==> src/rtl/dport_pkg.sv <==
package dport_pkg;
  localparam int unsigned PORT_W  = 8;
  localparam int unsigned N_PORTS = 2;
  localparam int unsigned SYNC_STAGES = 2;

  typedef enum logic [1:0] {
    SEL_DATA_B = 2'd0,
    SEL_DATA_A = 2'd1,
    SEL_DIR_B  = 2'd2,
    SEL_DIR_A  = 2'd3
  } reg_sel_e;
endpackage

==> src/rtl/dport_rst_sync.sv <==
module dport_rst_sync #(
  parameter int unsigned STAGES = 2
) (
  input  logic clk,
  input  logic rst_n,
  output logic rst_q
);
  logic [STAGES-1:0] chain_q;
  logic [STAGES-1:0] chain_d;

  always_comb begin
    chain_d = {chain_q[STAGES-2:0], 1'b1};
  end

  always_ff @(posedge clk or negedge rst_n) begin
    if (!rst_n) chain_q <= '0;
    else        chain_q <= chain_d;
  end

  assign rst_q = chain_q[STAGES-1];
endmodule

==> src/rtl/dport_edge_sync.sv <==
module dport_edge_sync #(
  parameter int unsigned STAGES = 2
) (
  input  logic clk,
  input  logic rst_n,
  input  logic async_in,
  input  logic rise_sel,
  output logic edge_hit
);
  logic [STAGES-1:0] sync_q;
  logic [STAGES-1:0] sync_d;
  logic              prev_q;
  logic              cur;

  assign cur = sync_q[STAGES-1];

  generate
    if (STAGES == 1) begin : g_one
      always_comb sync_d = async_in;
    end else begin : g_many
      always_comb sync_d = {sync_q[STAGES-2:0], async_in};
    end
  endgenerate

  always_ff @(posedge clk or negedge rst_n) begin
    if (!rst_n) begin
      sync_q <= '0;
      prev_q <= 1'b0;
    end else begin
      sync_q <= sync_d;
      prev_q <= cur;
    end
  end

  always_comb begin
    if (rise_sel) edge_hit = cur & ~prev_q;
    else          edge_hit = ~cur & prev_q;
  end
endmodule

==> src/rtl/dport_lane.sv <==
module dport_lane #(
  parameter int unsigned W = 8,
  parameter int unsigned SYNC_STAGES = 2
) (
  input  logic         clk,
  input  logic         rst_n,
  input  logic         wr_data_en,
  input  logic         wr_dir_en,
  input  logic [W-1:0] wdata,
  input  logic [W-1:0] pin_in,
  input  logic         ctl,
  input  logic         latch_en,
  input  logic         edge_rise,
  output logic [W-1:0] pin_out,
  output logic [W-1:0] pin_oe,
  output logic [W-1:0] data_view,
  output logic [W-1:0] dir_view
);
  logic [W-1:0] dir_q, dir_d;
  logic [W-1:0] outr_q, outr_d;
  logic [W-1:0] snap_q, snap_d;
  logic         cap_hit;

  dport_edge_sync #(.STAGES(SYNC_STAGES)) u_edge (
    .clk      (clk),
    .rst_n    (rst_n),
    .async_in (ctl),
    .rise_sel (edge_rise),
    .edge_hit (cap_hit)
  );

  always_comb begin
    dir_d  = wr_dir_en  ? wdata  : dir_q;
    outr_d = wr_data_en ? wdata  : outr_q;
    snap_d = cap_hit    ? pin_in : snap_q;
  end

  always_ff @(posedge clk or negedge rst_n) begin
    if (!rst_n) begin
      dir_q  <= '0;
      outr_q <= '0;
      snap_q <= '0;
    end else begin
      dir_q  <= dir_d;
      outr_q <= outr_d;
      snap_q <= snap_d;
    end
  end

  always_comb begin
    for (int i = 0; i < W; i++) begin
      pin_oe[i]  = dir_q[i];
      pin_out[i] = dir_q[i] & outr_q[i];
      if (dir_q[i])      data_view[i] = outr_q[i];
      else if (latch_en) data_view[i] = snap_q[i];
      else               data_view[i] = pin_in[i];
    end
  end

  assign dir_view = dir_q;
endmodule

==> src/rtl/dport_top.sv <==
module dport_top
  import dport_pkg::*;
(
  input  logic              clk,
  input  logic              rst_n,
  input  logic [1:0]        bus_addr,
  input  logic              bus_wr,
  input  logic              bus_rd,
  input  logic [PORT_W-1:0] bus_wdata,
  output logic [PORT_W-1:0] bus_rdata,
  input  logic [PORT_W-1:0] a_pin_in,
  output logic [PORT_W-1:0] a_pin_out,
  output logic [PORT_W-1:0] a_pin_oe,
  input  logic              a_ctl,
  input  logic              a_latch_en,
  input  logic              a_edge_rise,
  input  logic [PORT_W-1:0] b_pin_in,
  output logic [PORT_W-1:0] b_pin_out,
  output logic [PORT_W-1:0] b_pin_oe,
  input  logic              b_ctl,
  input  logic              b_latch_en,
  input  logic              b_edge_rise
);
  logic rst_q;

  dport_rst_sync #(.STAGES(SYNC_STAGES)) u_rst (
    .clk   (clk),
    .rst_n (rst_n),
    .rst_q (rst_q)
  );

  // index 0 = port B, index 1 = port A (matches bus_addr[0])
  logic [N_PORTS-1:0][PORT_W-1:0] pin_in_v, pin_out_v, pin_oe_v, data_v, dir_v;
  logic [N_PORTS-1:0]             ctl_v, len_v, rise_v;

  assign pin_in_v = {a_pin_in, b_pin_in};
  assign ctl_v    = {a_ctl, b_ctl};
  assign len_v    = {a_latch_en, b_latch_en};
  assign rise_v   = {a_edge_rise, b_edge_rise};

  generate
    for (genvar p = 0; p < N_PORTS; p++) begin : g_port
      logic sel_me;
      assign sel_me = (bus_addr[0] == p[0]);
      dport_lane #(.W(PORT_W), .SYNC_STAGES(SYNC_STAGES)) u_lane (
        .clk        (clk),
        .rst_n      (rst_q),
        .wr_data_en (bus_wr & sel_me & ~bus_addr[1]),
        .wr_dir_en  (bus_wr & sel_me &  bus_addr[1]),
        .wdata      (bus_wdata),
        .pin_in     (pin_in_v[p]),
        .ctl        (ctl_v[p]),
        .latch_en   (len_v[p]),
        .edge_rise  (rise_v[p]),
        .pin_out    (pin_out_v[p]),
        .pin_oe     (pin_oe_v[p]),
        .data_view  (data_v[p]),
        .dir_view   (dir_v[p])
      );
    end
  endgenerate

  assign a_pin_out = pin_out_v[1];
  assign a_pin_oe  = pin_oe_v[1];
  assign b_pin_out = pin_out_v[0];
  assign b_pin_oe  = pin_oe_v[0];

  logic [PORT_W-1:0] rdata_d, rdata_q;

  always_comb begin
    unique case (reg_sel_e'(bus_addr))
      SEL_DATA_B: rdata_d = data_v[0];
      SEL_DATA_A: rdata_d = data_v[1];
      SEL_DIR_B:  rdata_d = dir_v[0];
      SEL_DIR_A:  rdata_d = dir_v[1];
      default:    rdata_d = '0;
    endcase
  end

  always_ff @(posedge clk or negedge rst_q) begin
    if (!rst_q)      rdata_q <= '0;
    else if (bus_rd) rdata_q <= rdata_d;
  end

  assign bus_rdata = rdata_q;
endmodule

==> config.mk <==
export PLATFORM = sky130hd
export DESIGN_NAME = dport_top
export DESIGN_NICKNAME = d
export VERILOG_FILES = /design/src/rtl/dport_pkg.sv /design/src/rtl/dport_rst_sync.sv /design/src/rtl/dport_edge_sync.sv /design/src/rtl/dport_lane.sv /design/src/rtl/dport_top.sv
export SDC_FILE = /design/constraint.sdc
export NUM_CORES = 1
export LEC_CHECK = 0
export CORE_AREA = 10 10 92 94
export DETAILED_ROUTE_END_ITERATION = 8
export DIE_AREA = 0 0 102 104
export PLACE_DENSITY = 0.87
export SYNTH_ARGS = -nofsm -noshare
export SYNTH_HDL_FRONTEND = slang
export SYNTH_SLANG_ARGS = --single-unit
export TNS_END_PERCENT = 10
==> constraint.sdc <==
create_clock -name clk -period 2.35 [get_ports clk]
set_clock_uncertainty 0.05 [all_clocks]
set_input_delay 0.705 -clock clk [delete_from_list [all_inputs] [get_ports clk]]
set_output_delay 0.705 -clock clk [all_outputs]
set_load 0.01 [all_outputs]
# Yosys cells after proc, flatten, opt, wreduce, memory -nomap -nowiden
# Index checks and enable logic that the tools add are counted.
# totals
regBits,64
in_bits,36
output_inout_bits,40
word_cells,83
# classes
eq_ne,3
mux,35
n_bitwise,32
n_reduce_logical,1
# op_table
op,n
two-way mux 1 bit,34
case mux 8 bit (4 select lines),1
AND 1 bit,26
NOT 1 bit,6
== test 2 bit (second input constant),2
== test 2 x 1 -> 1 bit (second input constant),1
zero test 2 bit,1

# Depth between registers and ports, before layout
# Gate-level depths: netlist (run 1).
# depth
ltp_word,3
ltp_mapped,5
mapped_depth_nobuf,3

# Modules after synthesis
# A second synthesis (run 1) with hierarchy kept.
# unflattened
cells_unflattened,233
hier_area_um2,3311.9
# by_module_without_submodules
module,instances,cells_per_inst,area_per_inst_um2,seq_area_each_um2
dport_lane,2,84,1256.2,600.6
dport_top,1,50,550.5,200.2
dport_edge_sync,2,6,97.6,75.1
dport_rst_sync,1,3,53.8,50.0

# Worst setup path after synthesis (run 1)
# Ideal clock, no wire load.
# synth_timing
kind,input port to flip-flop
startpoint,input port b_latch_en
endpoint,"register rdata_q[6], in the netlist bus_rdata[6]"
setup_time_ns,0.131
t_arrival_ns,1.540
path_slack_ns,0.628
cell_stages,4
n_path_buf,1
path_cell_list,clkbuf_2 mux2_1 o311ai_1 a2bb2oi_2
# synth_via
elab_chain_cells,3
# synth_lines
element,line_no,source
"start, declared",dport_top.sv:21,"input logic b_latch_en,"
two-way mux 1 bit,dport_lane.sv:55,else if (latch_en) data_view[i] = snap_q[i];
two-way mux 1 bit,dport_lane.sv:54,if (dir_q[i]) data_view[i] = outr_q[i];
case mux 8 bit (4 select lines),dport_top.sv:71,unique case (reg_sel_e'(bus_addr))
"end signal, assigned",dport_top.sv:82,else if (bus_rd) rdata_q <= rdata_d;
"end, declared",dport_top.sv:68,"logic [PORT_W-1:0] rdata_d, rdata_q;"
# Every way passes these cells.
# A chain may end at the register's enable or synchronous reset.

# Worst setup path after layout (run 1)
# layout_timing
startpoint,register g_port[0].u_lane.dir_q[5]
endpoint,output port b_pin_out[5]
# layout_via
elab_chain_cells,1
# layout_lines
element,line_no,source
"start, declared",dport_lane.sv:19,"logic [W-1:0] dir_q, dir_d;"
"start signal, assigned",dport_lane.sv:44,dir_q <= dir_d;
AND 1 bit,dport_lane.sv:53,pin_out[i] = dir_q[i] & outr_q[i];
"end, declared",dport_top.sv:18,"output logic [PORT_W-1:0] b_pin_out,"
# Every way passes these cells.

==> flow_metrics.tcl, run 1 <==
set metrics [dict create \
    drtIter0Drc 109 \
    hold-worst-slack_ns 0.2619 \
    yosys.cell_types.count 28 \
    dr.pass1.iters 4 \
    cts-resized-gates 0 \
    fmax_ghz 0.4403 \
    remaining_drc_errors 0 \
    yosysSeqAreaShare_pct 49.88 \
    die_w_um 102 \
    cp.arrival_ns 1.52 \
    status "finished, final reports clean" \
    rsz0062_at_grt "false" \
    fin_setup_tns_ns 0 \
    irDropWorstVdd_uv 468.5 \
    fin_nets 367 \
    slowest_delay_ns 0.55 \
    seq_area_um2 1603 \
    ys_ff_latch 64 \
    final_area_um2 4292 \
    coreArea_um2 6681 \
    place_ws_ns -0.05486 \
    grt_antenna_before_repair 0 \
    areaGrowthSynthToFinish_pct 33.67 \
    netlist.area_leader.share_pct 49.88 \
    grt_max_degree 36 \
    worst_setup_path_end_kind "output port" \
    placed_area_um2 4093 \
    crit_type "register to output port" \
    grt_first_pass_wirelength_mm 13.00 \
    place_hpwl_mm 5.800 \
    fin_crit_sh_pct 96.64 \
    portBuffers 75 \
    multi_input_area_um2 1508 \
    antenna_cells 0 \
    critPathMaxFanout 6 \
    p_leak_nw 1.825 \
    relSlewSlack_pct 55.08 \
    drive_gt1_share_pct 11.31 \
    final_common_cell "clkdlybuf4s50_1" \
    cts_sinks 64 \
    worst_slack_ns 0.07891 \
    rows 30 \
    grt.overflow.total 0 \
    htreeDepth 3 \
    totalWireLength_mm 8.023 \
    yosysWarnings 0 \
    synth_area_leaders "dfrtp_1 (50%), mux2_1 (17%), mux2_4 (3.7%)" \
    vias_per_cell 5.543 \
    ant_nets 0 \
    io_pins 76 \
    first_global_vias 2471 \
    slowest_stage "clkdlybuf4s50_1" \
    syn_nets 282 \
    top_usage_layer "met2" \
    layout_common_cells "clkdlybuf4s50_1 (75), dfrtp_1 (63), mux2_1 (48)" \
    startpoint_type "register" \
    dr_total_vias 2306 \
    ctsHoldBuffers 0 \
    grt_usage_pct 15.52 \
    required_ns 1.59 \
    num-fill-cells 504 \
    syn_area_um2 3211 \
    layout_min_cycle_time_ns 2.271 \
    syn_area_per_cell_um2 13.05 \
    met2_usage_pct 24.20 \
    hold_path.class "register to async pin" \
    worst_pin_slew_ns 0.6739 \
    detail_route.wl_per_cell_um 19.29 \
    clkSlewWorstSetupHoldPaths_ns 0.07 \
    final_hold_viol_count 0 \
    place_congestion 0.7686 \
    cp_cell_sequence "and2_1 -> clkdlybuf4s50_1" \
    clockBufferDepth 2 \
    maxCapViolations 0 \
    cts_setup_buffers 0 \
    die-area_um2 10610 \
    worstSkewPairLatency_ns 0.34 \
    finalSetupViolations 0 \
    cts_tree "yes" \
    cts_buffers 9 \
    pwr_density_cell_nw_per_um2 770.4 \
    root_buffer "clkbuf_8" \
    gr-usage-met3_pct 4.252 \
    gr-usage-met1_pct 19.56 \
    die_h_um 104 \
    rrSetupSlack_ns 0.82 \
    maxSlewViolCount 0 \
    syn_inst 246 \
    synth_top_area_cell "dfrtp_1" \
    start_util_pct 48.05 \
]
==> worst max-delay path, delay by kind of cell, from the launching register on <==
kind | cells | cell delay [ns]
buf+inv | 1 | 0.55
flops | 1 | 0.44
simple gates | 1 | 0.18
==> logic make-up (layout without fill, tap and decap cells) <==
| logic type | count (synthesis) | after routing | share of synthesized area (%) |
|---|---|---|---|
| mux | 64 | 64 | 23.07 |
| simple gates | 65 | 65 | 14.93 |
| other cells | 1 | 1 | 0.1168 |
| flops | 64 | 64 | 49.88 |
| compound gates | 34 | 34 | 8.847 |
| buf+inv | 18 | 108 | 3.156 |
==> final timing paths <==
kind,startpoint,endpoint,cells past startpoint
setup / recovery,g_port[0].u_lane.dir_view[5]$_DFFE_PN0P_,b_pin_out[5],2
hold / removal,u_rst.chain_q[1]$_DFF_PN0_,g_port[1].u_lane.snap_q[0]$_DFFE_PN0P_,0
setup reg to reg,g_port[0].u_lane.u_edge.sync_q[1]$_DFF_PN0_,g_port[0].u_lane.snap_q[4]$_DFFE_PN0P_,3
hold reg to reg,u_rst.chain_q[1]$_DFF_PN0_,g_port[1].u_lane.snap_q[0]$_DFFE_PN0P_,0
max in group asynchronous,u_rst.chain_q[1]$_DFF_PN0_,g_port[0].u_lane.snap_q[6]$_DFFE_PN0P_,1
min in group clk,g_port[1].u_lane.u_edge.sync_q[0]$_DFF_PN0_,g_port[1].u_lane.u_edge.sync_q[1]$_DFF_PN0_,0
==> area by class of cell <==
type,instances,share of cell area [%]
clock buffers,13,3.703
inverters,9,0.7872
repair buffers,83,19.77
flip-flops and latches,64,37.35
multi-input cells,164,35.13
clock inverters,3,0.9329
well taps,80,2.332
==> cell usage after synthesis (all sizes together) <==
cell type / count
nand3: 9
mux2i: 8
a2bb2oi: 8
and2: 16
nand2b: 8
or2: 1
o311ai: 8
inv: 9
o211ai: 8
nor2b: 16
a21oi: 2
a211oi: 8
buf: 8
nand3b: 2
nor2: 3
dfrtp: 64
clkbuf: 1
conb: 1
and3b: 2
mux2: 56
or4b: 8
==> metal layers <==
layer,wire (µm),vias up
met5,0,-
met3,542,14
met4,125,0
met2,3888,70
met1,3466,1141
li1,-,1081
==> power breakdown <==
| part | switching [mW] | internal, mW |
|---|---|---|
| sequential | 0.179 | 1.29 |
| combinational | 0.334 | 0.532 |
| clock | 0.423 | 0.546 |
==> stage by stage <==
stage | total power [mW] | utilization (%) | std cells
floorplan | 1.886 | - | 246
global placement | 2.329 | 61.25 | 400
detailed placement | 2.363 | 61.25 | 400
CTS | 3.319 | 64.23 | 416
global route | 3.452 | 64.23 | 416
finish | 3.306 | 64.23 | 416
==> sequential cells by signal, summed over array words and instances (netlist names) <==
| name | flops |
|---|---|
| g_port.u_lane.dir_view | 16 |
| g_port.u_lane.outr_q | 16 |
| g_port.u_lane.snap_q | 16 |
| bus_rdata | 8 |
| g_port.u_lane.u_edge.sync_q | 4 |
| g_port.u_lane.u_edge.prev_q | 2 |
| u_rst.chain_q | 2 |
No activity file was read; power rests on OpenSTA's default activity.
==> run 2, diff against run 1 <==
- CELL_PAD_IN_SITES_DETAIL_PLACEMENT: not set -> 0
- CELL_PAD_IN_SITES_GLOBAL_PLACEMENT: not set -> 1
- CORE_AREA: 10 10 92 94 -> 2 2 93 95
- DIE_AREA: 0 0 102 104 -> 0 0 95 97
- PLACE_DENSITY: 0.87 -> 0.88
==> run 2 against run 1 <==
Routed wire length fell by 8.2%. First-iteration DRC count rose by 18%. Sequential share of layout area fell by 0.55 points. Die area fell by 13%. Combinational power fell by 0.5%. Hold slack improved by 0.021 ns. Total power fell by 0.87%. Maximum frequency rose by 2.2%. Global-route usage rose by 1.6 points. Core utilization fell by 11 points. Setup slack improved by 0.048 ns. Cell count rose by 7.5%. Highest routed layer unchanged.
==> flow_metrics.tcl, run 2 (synthesized netlist as in run 1, its figures left out) <==
set metrics [dict create \
    fin_crit_sh_pct 94.60 \
    critPathMaxFanout 6 \
    startpoint_type "register" \
    ant_nets 0 \
    final_common_cell "clkdlybuf4s50_1" \
    r2r_end "g_port[0].u_lane.snap_q[6]$_DFFE_PN0P_" \
    die_h_um 97 \
    grt_max_degree 33 \
    first_global_vias 2363 \
    layout_min_cycle_time_ns 2.223 \
    p_leak_nw 1.851 \
    irDropWorstVdd_uv 458.5 \
    crit_type "register to output port" \
    cts_tree "yes" \
    cts_buffers 9 \
    fin_setup_tns_ns 0 \
    required_ns 1.59 \
    finalSetupViolations 0 \
    dr_total_vias 2279 \
    final_hold_viol_count 0 \
    place_hpwl_mm 5.395 \
    rrSetupSlack_ns 0.88 \
    start_util_pct 39.47 \
    ctsHoldBuffers 0 \
    fin_nets 373 \
    pwr_density_cell_nw_per_um2 752.6 \
    drtIter0Drc 129 \
    seq_area_um2 1603 \
    clockBufferDepth 2 \
    r2r_start "g_port[0].u_lane.u_edge.sync_q[1]$_DFF_PN0_" \
    r2r_cells 3 \
    root_buffer "clkbuf_8" \
    cts-resized-gates 0 \
    rows 33 \
    grt.overflow.total 0 \
    multi_input_area_um2 1508 \
    cts_setup_buffers 0 \
    drive_gt1_share_pct 12.87 \
    io_pins 76 \
    clkSlewWorstSetupHoldPaths_ns 0.07 \
    slowest_delay_ns 0.55 \
    cp.arrival_ns 1.47 \
    worst_pin_slew_ns 0.7363 \
    place_congestion 0.7928 \
    worst_setup_path_end_kind "output port" \
    grt_antenna_before_repair 0 \
    rsz0062_at_grt "false" \
    die-area_um2 9215 \
    die_w_um 95 \
    cts_sinks 64 \
    detail_route.wl_per_cell_um 16.48 \
    htreeDepth 3 \
    worst_slack_ns 0.1268 \
    portBuffers 75 \
    fmax_ghz 0.4498 \
    cp_cell_sequence "and2_1 -> clkdlybuf4s50_1" \
    areaGrowthSynthToFinish_pct 35.66 \
    num-fill-cells 700 \
    grt_usage_pct 17.15 \
    slowest_stage "clkdlybuf4s50_1" \
    layout_common_cells "clkdlybuf4s50_1 (75), dfrtp_1 (63), mux2_1 (48)" \
    worstSkewPairLatency_ns 0.33 \
    place_ws_ns 0.07239 \
    grt_first_pass_wirelength_mm 12.01 \
    vias_per_cell 5.098 \
    antenna_cells 0 \
    status "finished, final reports clean" \
    totalWireLength_mm 7.367 \
    remaining_drc_errors 0 \
    maxSlewViolCount 0 \
    coreArea_um2 8134 \
    dr.pass1.iters 4 \
    maxCapViolations 0 \
    hold_path.class "register to async pin" \
    relSlewSlack_pct 50.92 \
]
## run 2: cell types whose count changed in the layout (fill, tap and decap cells not counted), sizes merged
cell	delta
buf	+6
## run 2: worst max-delay path: cells and delay by family, from the launching register on
family                 cells  cell delay [ns]
buffers and inverters      1             0.55
flip-flops                 1             0.42
AND/OR/NAND/NOR            1             0.17
## run 2: layout make-up
| class | count | share of cell area (%) |
|---|---|---|
| flip-flops and latches | 64 | 36.80 |
| clock inverters | 3 | 0.9193 |
| multi-input cells | 164 | 34.62 |
| inverters | 9 | 0.7756 |
| well taps | 105 | 3.016 |
| repair buffers | 89 | 20.22 |
| clock buffers | 13 | 3.648 |
## run 2: worst max path at each step
| stage | to | cells after the start | startpoint | slack [ns] |
|---|---|---|---|---|
| floorplan | bus_rdata[0]$_DFFE_PN0P_ | 0 | u_rst.chain_q[1]$_DFF_PN0_ | 0.39 |
| global placement | bus_rdata[7]$_DFFE_PN0P_ | 5 | bus_addr[1] | 0.09 |
| detailed placement | g_port[0].u_lane.dir_view[0]$_DFFE_PN0P_ | 4 | bus_addr[0] | 0.07 |
| CTS | b_pin_out[6] | 2 | g_port[0].u_lane.dir_view[6]$_DFFE_PN0P_ | 0.11 |
| global route | b_pin_out[6] | 2 | g_port[0].u_lane.dir_view[6]$_DFFE_PN0P_ | 0.04 |
| finish | b_pin_out[1] | 2 | g_port[0].u_lane.dir_view[1]$_DFFE_PN0P_ | 0.13 |
## run 2: through the flow
step | total power, mW | hold WS (ns) | cell area, µm² | util (%) | cells
floorplan | 1.886 | 0.2812 | 3211 | - | 246
global route | 3.451 | 0.3053 | 4355 | 53.55 | 447
finish | 3.278 | 0.2830 | 4355 | 53.55 | 447
global placement | 2.336 | 0.2837 | 4156 | 51.10 | 431
CTS | 3.309 | 0.3005 | 4355 | 53.55 | 447
detailed placement | 2.361 | 0.2856 | 4156 | 51.10 | 431
## run 2: power by group
| group | internal (mW) | leakage (nW) | switching, mW |
|---|---|---|---|
| Clock | 0.545 | 0.103 | 0.401 |
| Combinational | 0.536 | 0.989 | 0.326 |
| Sequential | 1.29 | 0.758 | 0.177 |
## run 2: per-layer routing
layer	global-route usage (%)	vias to the layer above	wire, µm
met5	0	-	0
met2	24.77	64	3350
met1	24.47	1123	3496
li1	-	1081	-
met4	5.463	0	126
met3	5.452	11	393
